### src/rtl/tree_route_pkg.sv
package tree_route_pkg;
  typedef enum logic [1:0] {
    PORT_LEFT  = 2'b00,
    PORT_RIGHT = 2'b01,
    PORT_UP    = 2'b10,
    PORT_LOCAL = 2'b11
  } port_e;
endpackage

### src/rtl/lead_one_lvl.sv
// Position of the leading one, returned as a 1-based count (0 when vector is zero).
module lead_one_lvl #(
  parameter int W     = 4,
  parameter int CNT_W = $clog2(W + 1)
) (
  input  logic [W-1:0]     vec_i,
  output logic [CNT_W-1:0] lvl_o,
  output logic             any_o
);
  always_comb begin
    lvl_o = '0;
    for (int j = 0; j < W; j++) begin
      if (vec_i[j]) lvl_o = CNT_W'(j + 1);
    end
  end

  assign any_o = |vec_i;
endmodule

### src/rtl/route_source.sv
module route_source #(
  parameter int ADDR_W = 4,
  parameter int LVL_W  = $clog2(ADDR_W + 1)
) (
  input  logic [ADDR_W-1:0] src_i,
  input  logic [ADDR_W-1:0] dst_i,
  output logic              local_o,
  output logic [LVL_W-1:0]  climb_o,
  output logic [ADDR_W-1:0] down_bits_o
);
  logic [ADDR_W-1:0] diff;
  logic [ADDR_W-1:0] keep_mask;
  logic              differs;

  assign diff = src_i ^ dst_i;

  lead_one_lvl #(
    .W    (ADDR_W),
    .CNT_W(LVL_W)
  ) u_lead (
    .vec_i(diff),
    .lvl_o(climb_o),
    .any_o(differs)
  );

  generate
    for (genvar g = 0; g < ADDR_W; g++) begin : g_mask
      assign keep_mask[g] = (LVL_W'(g) < climb_o);
    end
  endgenerate

  assign local_o     = ~differs;
  assign down_bits_o = dst_i & keep_mask;
endmodule

### src/rtl/route_hop.sv
module route_hop
  import tree_route_pkg::*;
#(
  parameter int ADDR_W = 4,
  parameter int LVL_W  = $clog2(ADDR_W + 1)
) (
  input  logic [ADDR_W-1:0] dst_i,
  input  logic [LVL_W-1:0]  level_i,
  input  logic [LVL_W-1:0]  up_cnt_i,
  output port_e             port_o,
  output logic [LVL_W-1:0]  cnt_o
);
  logic child_bit;

  // switch at level L steers with destination bit L-1
  always_comb begin
    child_bit = 1'b0;
    for (int j = 0; j < ADDR_W; j++) begin
      if (level_i == LVL_W'(j + 1)) child_bit = dst_i[j];
    end
  end

  always_comb begin
    if (up_cnt_i != '0) begin
      port_o = PORT_UP;
      cnt_o  = up_cnt_i - LVL_W'(1);
    end else if (level_i == '0) begin
      port_o = PORT_LOCAL;
      cnt_o  = '0;
    end else begin
      port_o = child_bit ? PORT_RIGHT : PORT_LEFT;
      cnt_o  = '0;
    end
  end
endmodule

### src/rtl/route_out_reg.sv
module route_out_reg #(
  parameter int W = 8
) (
  input  logic         clk_i,
  input  logic         rst_ni,
  input  logic         in_valid_i,
  output logic         in_ready_o,
  input  logic [W-1:0] in_data_i,
  output logic         out_valid_o,
  input  logic         out_ready_i,
  output logic [W-1:0] out_data_o
);
  logic         valid_q;
  logic [W-1:0] data_q;
  logic         take;

  assign in_ready_o = ~valid_q | out_ready_i;
  assign take       = in_valid_i & in_ready_o;

  always_ff @(posedge clk_i or negedge rst_ni) begin
    if (!rst_ni) begin
      valid_q <= 1'b0;
      data_q  <= '0;
    end else begin
      if (take) data_q <= in_data_i;
      valid_q <= take | (valid_q & ~out_ready_i);
    end
  end

  assign out_valid_o = valid_q;
  assign out_data_o  = data_q;

  a_r7_one_cycle: assert property (@(posedge clk_i) disable iff (!rst_ni)
    (in_valid_i && in_ready_o) |=> out_valid_o);

  a_r8_hold_data: assert property (@(posedge clk_i) disable iff (!rst_ni)
    (out_valid_o && !out_ready_i) |=> (out_valid_o && $stable(out_data_o)));

  a_r8_no_accept: assert property (@(posedge clk_i) disable iff (!rst_ni)
    (out_valid_o && !out_ready_i) |-> !in_ready_o);
endmodule

### src/rtl/tree_route_unit.sv
module tree_route_unit
  import tree_route_pkg::*;
#(
  parameter int ADDR_W = 4,
  parameter int LVL_W  = $clog2(ADDR_W + 1)
) (
  input  logic              clk_i,
  input  logic              rst_ni,
  input  logic              req_valid_i,
  output logic              req_ready_o,
  input  logic [ADDR_W-1:0] src_i,
  input  logic [ADDR_W-1:0] dst_i,
  input  logic [LVL_W-1:0]  level_i,
  input  logic [LVL_W-1:0]  up_cnt_i,
  output logic              rsp_valid_o,
  input  logic              rsp_ready_i,
  output logic              local_o,
  output logic [LVL_W-1:0]  climb_o,
  output logic [ADDR_W-1:0] down_bits_o,
  output logic [1:0]        port_o,
  output logic [LVL_W-1:0]  cnt_o
);
  localparam int DW = 1 + LVL_W + ADDR_W + 2 + LVL_W;

  logic              src_local;
  logic [LVL_W-1:0]  src_climb;
  logic [ADDR_W-1:0] src_bits;
  port_e             hop_port;
  logic [LVL_W-1:0]  hop_cnt;
  logic [DW-1:0]     pack_d;
  logic [DW-1:0]     pack_q;

  route_source #(
    .ADDR_W(ADDR_W),
    .LVL_W (LVL_W)
  ) u_source (
    .src_i      (src_i),
    .dst_i      (dst_i),
    .local_o    (src_local),
    .climb_o    (src_climb),
    .down_bits_o(src_bits)
  );

  route_hop #(
    .ADDR_W(ADDR_W),
    .LVL_W (LVL_W)
  ) u_hop (
    .dst_i   (dst_i),
    .level_i (level_i),
    .up_cnt_i(up_cnt_i),
    .port_o  (hop_port),
    .cnt_o   (hop_cnt)
  );

  assign pack_d = {src_local, src_climb, src_bits, hop_port, hop_cnt};

  route_out_reg #(
    .W(DW)
  ) u_out (
    .clk_i      (clk_i),
    .rst_ni     (rst_ni),
    .in_valid_i (req_valid_i),
    .in_ready_o (req_ready_o),
    .in_data_i  (pack_d),
    .out_valid_o(rsp_valid_o),
    .out_ready_i(rsp_ready_i),
    .out_data_o (pack_q)
  );

  assign {local_o, climb_o, down_bits_o, port_o, cnt_o} = pack_q;

  a_r1_local_no_climb: assert property (@(posedge clk_i) disable iff (!rst_ni)
    (rsp_valid_o && local_o) |-> (climb_o == '0 && down_bits_o == '0));

  a_r1_climb_not_local: assert property (@(posedge clk_i) disable iff (!rst_ni)
    (rsp_valid_o && !local_o) |-> (climb_o != '0));

  a_r2_climb_bound: assert property (@(posedge clk_i) disable iff (!rst_ni)
    rsp_valid_o |-> (climb_o <= LVL_W'(ADDR_W)));

  a_r3_bits_in_range: assert property (@(posedge clk_i) disable iff (!rst_ni)
    rsp_valid_o |-> ((down_bits_o >> climb_o) == '0));

  a_r4_down_has_no_count: assert property (@(posedge clk_i) disable iff (!rst_ni)
    (rsp_valid_o && port_o != 2'b10) |-> (cnt_o == '0));
endmodule

### config.mk
export PLATFORM = sky130hd
export DESIGN_NAME = tree_route_unit
export DESIGN_NICKNAME = d
export VERILOG_FILES = /design/src/rtl/tree_route_pkg.sv /design/src/rtl/lead_one_lvl.sv /design/src/rtl/route_source.sv /design/src/rtl/route_hop.sv /design/src/rtl/route_out_reg.sv /design/src/rtl/tree_route_unit.sv
export SDC_FILE = /design/constraint.sdc
export NUM_CORES = 1
export LEC_CHECK = 0
export BUFFER_PORTS_ARGS = -buffer_cell sky130_fd_sc_hd__buf_2
export CORE_UTILIZATION = 44
export CTS_BUF_LIST = sky130_fd_sc_hd__clkbuf_16
export DETAILED_ROUTE_END_ITERATION = 7
export PLACE_DENSITY = 0.83
export SLEW_MARGIN = 20
export SYNTH_ARGS = -nofsm -noshare
export SYNTH_HDL_FRONTEND = slang
export SYNTH_SLANG_ARGS = --single-unit
### constraint.sdc
create_clock -name clk_i -period 1.5 [get_ports clk_i]
set_clock_uncertainty 0.2 [all_clocks]
set_input_delay 0.15 -clock clk_i [delete_from_list [all_inputs] [get_ports clk_i]]
set_output_delay 0.15 -clock clk_i [all_outputs]
set_load 0.02 [all_outputs]
==> Word level (Yosys, flattened, before mapping) <==
Cells that the tools add are included.
{ "totals": {"inputBits": 18, "latch_bits": 0, "register_bits": 14, "n_memories": 0, "romBits": 0, "out_inout_bits": 15, "mem_bits_rw": 0, "word_cells": 35} }
{ "op_classes": {"bitwise": 9, "reduce_logical": 3, "n_lt_le_gt_ge": 4, "add_sub_neg": 1, "n_div": 0, "n_mul": 0, "n_eq_ne": 4, "shifts": 0, "muxes": 12} }
{ "ops": {"columns": ["cell", "n"], "rows": [
  ["$mux W3", 4],
  ["$eq A3 B2 Y1 const B", 2],
  ["$lt A1 B3 Y1 const A", 2],
  ["$lt A2 B3 Y1 const A", 2],
  ["$mux W1", 6],
  ["$and A4 B4 Y4", 1],
  ["$mux W2", 2],
  ["$reduce_or A4 Y1", 1],
  ["$xor A4 B4 Y4", 1],
  ["$eq A3 B1 Y1 const B", 1],
  ["$eq A3 B3 Y1 const B", 1],
  ["$logic_not A3 Y1", 1],
  ["$not A1 Y1", 3],
  ["$reduce_bool A3 Y1", 1],
  ["$sub A3 B1 Y3 const B", 1],
  ["$and A1 B1 Y1", 2],
  ["$or A1 B1 Y1", 2]
]} }

==> Depth between registers and ports, before layout <==
{ "depth": {"ltp_word": 8, "depth_mapped": 5, "depth_no_buf": 5} }

==> Modules after synthesis <==
From an unflattened synthesis, not the netlist that was laid out.
{ "unflattened": {"cells_unflattened": 65, "area_unflattened_um2": 800.8} }
{ "modules_own_cells": {"columns": ["mod", "instances", "area_per_inst_um2", "cells_each", "seq_area_each_um2"], "rows": [
  ["route_out_reg", 1, 586.8, 31, 350.3],
  ["route_hop", 1, 98.8, 16, 0.0],
  ["route_source", 1, 73.8, 10, 0.0],
  ["lead_one_lvl", 1, 41.3, 8, 0.0]
]} }

==> Worst setup path after synthesis <==
No wires, ideal clock.
{ "synth_path": {"path_type": "reg2reg", "start": "reg u_out.valid_q (netlist: u_out.out_valid_o)", "end": "reg u_out.data_q[3] (netlist: u_out.out_data_o[3])", "stages_incl_launch_ff": 5, "setup_time_ps": 122, "period_less_slack_ps": 1437, "slack_ps": 63, "t_arrival_ps": 1115, "required_time_ps": 1178, "path_buffers": 0, "path_cell_list": "dfrtp_1 -> nand2b_4 -> and2_1 -> o31a_1 -> a32o_1"} }
{ "synth_between": {"elab_chain_len": 3} }
{ "synth_lines": {"columns": ["item", "line_no", "text"], "rows": [
  ["from (decl)", "route_out_reg.sv:13", "logic valid_q;"],
  ["from (signal assigned)", "route_out_reg.sv:26", "valid_q <= take | (valid_q & ~out_ready_i);"],
  ["$not A1 Y1", "route_out_reg.sv:17", "assign in_ready_o = ~valid_q | out_ready_i;"],
  ["$or A1 B1 Y1", "route_out_reg.sv:17", null],
  ["via req_ready_o", "tree_route_unit.sv:10", "output logic req_ready_o,"],
  ["$and A1 B1 Y1", "route_out_reg.sv:18", "assign take = in_valid_i & in_ready_o;"],
  ["to (signal assigned)", "route_out_reg.sv:25", "if (take) data_q <= in_data_i;"],
  ["to (decl)", "route_out_reg.sv:14", "logic [W-1:0] data_q;"]
]} }
The timed path passes the listed nets, and every way through them passes these cells.
A chain may end at the register's enable or synchronous reset.

==> Final worst setup path <==
{ "layout_path": {"start": "reg u_out.valid_q (netlist: u_out.out_valid_o)", "end": "reg u_out.valid_q (netlist: u_out.out_valid_o)"} }
{ "layout_between": {"elab_chain_len": 4, "word_cells_on_any_way": 5, "cone_classes": "5 x bitwise"} }
{ "layout_lines": {"columns": ["item", "line_no"], "rows": [
  ["$not A1 Y1", "route_out_reg.sv:17"],
  ["$or A1 B1 Y1", "route_out_reg.sv:17"],
  ["$and A1 B1 Y1", "route_out_reg.sv:18"],
  ["$or A1 B1 Y1 (*)", "route_out_reg.sv:26"]
]} }
Every way passes the cells marked *; elsewhere a longest branch is shown, timed or not.

==> flow_summary_export.csv <==
group,metric,value,unit
run_status,status,"completed",
power_and_ir_drop,powerDensity,1170,nW/µm²
critical_path,cp_num_cells,3,
die,die_area,1750,µm²
timing,finalSetupViolCount,0,
yosys,synthSimpleGateAreaFrac,18.8,%
global_routing,grt_max_degree,15,
timing,tightest_slew,0.320,ns
min_path,min_path_type,"input pin to flip-flop",
yosys,ys_warn_count,0,
cts,cts_root_buffer,"clkbuf_16",
die,initial_core_util,47.0,%
layout,num-nets-final,137,
global_routing,track_usage,22.2,%
timing,maxSlewHeadroom,78.4,%
layout,area_growth,48.3,%
yosys,ys_seq_area_share,50.1,%
die,die_w,41.9,µm
yosys,synth_fa_ha_area_share,5.37,%
critical_path,r2r.worst_path.cells,3,
critical_path,crit_buf_inv,1,
layout,final_common_cell,"buf_2",
yosys,synth_fp_nets,92,
yosys,mappedNetlistArea,699,µm²
drt,antenna_left,0,
timing,fmax,0.715,GHz
drt,viasPerCell,5.22,
cts,clock_path_buffers,2,
timing,timing.final.crit_share,93.2,%
die,core,1490,µm²
layout,design_area,1040,µm²
critical_path,r2r_setup_slack,0.10,ns
drt,drt_iter0_markers,15,
placement,place_area,871,µm²
critical_path,worst_r2r_endpoint,"u_out.out_valid_o",
yosys,yosys_most_used_dff,"dfrtp_1",
timing,finalSetupTns,0,ns
critical_path,critPathLaunchType,"flip-flop",
critical_path,worstPathCellList,"nand2b_4 -> dlygate4sd3_1 -> nand2b_1",
global_routing,grt_pass1_vias,675,
cts,cts_tree,"built",
die,die_h,41.9,µm
critical_path,crit_path_end,"u_out.out_valid_o",
placement,place.gp.congestion,0.858,
die,rows,14,
yosys,synth_compound_area_share,14.7,%
critical_path,critPathLaunch,"u_out.out_valid_o",
critical_path,required,1.42,ns
yosys,synth_top_family_by_area,"simple AND/OR/NAND/NOR gates",
yosys,synth_cell_types,29,
layout,num_antenna_cells,0,
cts,clk_pin_slew,0.04,ns
drt,drc_errors,0,
critical_path,slowest_delay,0.55,ns
timing,hold_violations,0,
placement,hpwl,1.21,mm
die,pin_count,33,
timing,drv_slew,0,
critical_path,crit_family,"buffers and inverters",
cts,clkLatencyLatePin,0.24,ns
drt,wl_per_cell,13.2,µm
yosys,synthCells,71,
cts,cts_num_sinks,14,
layout,nFillCells,97,
yosys,synthArstFlopShare,100,%
critical_path,slowest_stage,"dlygate4sd3_1",
critical_path,cp_max_fo,4,
global_routing,antenna_found_initial,0,
critical_path,r2r-start,"u_out.out_valid_o",
placement,io_buffers,32,
critical_path,critical_path_class,"flip-flop to flip-flop",
critical_path,crit_path_end_kind,"flip-flop",
global_routing,grt_pass1_wl,2.93,mm
power_and_ir_drop,total_leakage_power,0.553,nW
yosys,synth_edf_count,0,
layout,layout_common_cells,"buf_2 (32), nand2_1 (19), dfrtp_1 (14)",
yosys,ys_ff_latch,14,
cts,htreeDepth,1,
yosys,avgSynthCellArea,9.85,µm²
yosys,synth_xor_area_share,3.76,%
yosys,synthMuxAreaShare,2.86,%
critical_path,crit_arrival,1.32,ns
drt,drt_pre_antenna_iters,4,
layout,drive_gt1_share,35.1,%
drt,totalWireLength,1.72,mm
run,drv_cap,0,
cts,cts_setup_buffers,0,
timing,rsz0062_at_grt,"no",
timing,fin_crit,1.40,ns
cts,cts_buffers,3,
power_and_ir_drop,vdd_drop_max,0.780,mV
global_routing,gr-total-overflow,0,
drt,vias,678,
## final cells by class
class                      count  area [µm²]  area share (%)
clock buffer                   3        75.1            7.24
inverter                       4        15.0            1.45
timing repair buffer          42         258            24.8
tap                           16        20.0            1.93
multi-input combinational     51         319            30.8
sequential                    14         350            33.8
## power breakdown
group / switching [W] / leakage [nW] / total (W) / internal, W
Sequential: 0.0000248 / 0.172 / 0.000450 / 0.000425
Combinational: 0.000162 / 0.344 / 0.000275 / 0.000113
Clock: 0.000138 / 0.0370 / 0.000486 / 0.000347
Total: 0.000325 / 0.553 / 0.00121 / 0.000886
## worst min path at each step
stage / to / from / slack [ns] / depth (start not counted)
2_1_floorplan: u_out.out_data_o[0] / rst_ni / -0.35 / 0
3_3_place_gp: u_out.out_data_o[10] / rst_ni / -0.14 / 1
3_5_place_dp: u_out.out_data_o[9] / rst_ni / -0.14 / 1
4_1_cts: u_out.out_data_o[1] / up_cnt_i[2] / 0.006 / 3
5_1_grt: u_out.out_data_o[1] / up_cnt_i[2] / 0.04 / 3
6_report: u_out.out_data_o[1] / up_cnt_i[2] / 0.02 / 3
## through the flow
| step | util, % | setup slack, ns | cells | hold WS, ns | total power, W |
|---|---|---|---|---|---|
| after floorplan | - | 0.0633 | 71 | -0.346 | 0.000606 |
| after global placement | 58.5 | 0.0914 | 118 | -0.141 | 0.000701 |
| after detailed placement | 58.5 | 0.0623 | 118 | -0.135 | 0.000710 |
| after CTS | 69.6 | 0.0515 | 130 | 0.00604 | 0.00122 |
| after global routing | 69.7 | 0.0298 | 130 | 0.0368 | 0.00126 |
| final | 69.7 | 0.102 | 130 | 0.0183 | 0.00121 |
## sequential cells by signal, indices dropped and copies added (netlist names)
name               flops
u_out.out_data_o      13
u_out.out_valid_o      1
## metal layers
metal,vias up,share of wire (%),track usage (%)
met2,27,51,37.5
met1,325,43,26.9
met5,-,0,0
met3,2,4.8,4.35
li1,324,-,-
met4,0,0.58,11.0
## what timing repair did
item	CTS	global route
setup endpoints to repair	0	3
resized for setup	0	1
hold buffers	9	0
hold endpoints to repair	20	0
## tightest hold or removal path, delay by kind of cell
kind	cells	cell delay, ns
buffers and inverters	1	0.12
AOI/OAI and AO/OA	1	0.08
and+or+nand+nor	1	0.06
## kinds of logic (layout without fill, tap and decap cells)
family,count (synthesis),count (layout)
AO/OA/AOI/OAI,15,15
XOR/XNOR,3,3
adder cells (fa/ha/maj),3,3
buffers and inverters,6,49
flip-flops,14,14
multiplexers,2,2
AND/OR/NAND/NOR,28,28
## synth_stat cells, types with 2 or more instances
cell / count / area share (%)
a31oi_1: 2 / 1.8
dfrtp_1: 14 / 50
ha_1: 3 / 5.4
inv_1: 4 / 2.1
mux2i_1: 2 / 2.9
nand2_1: 19 / 10
nor2_1: 2 / 1.1
o21ai_0: 3 / 2.1
xor2_1: 2 / 2.5
(Power assumes the default switching activity.)
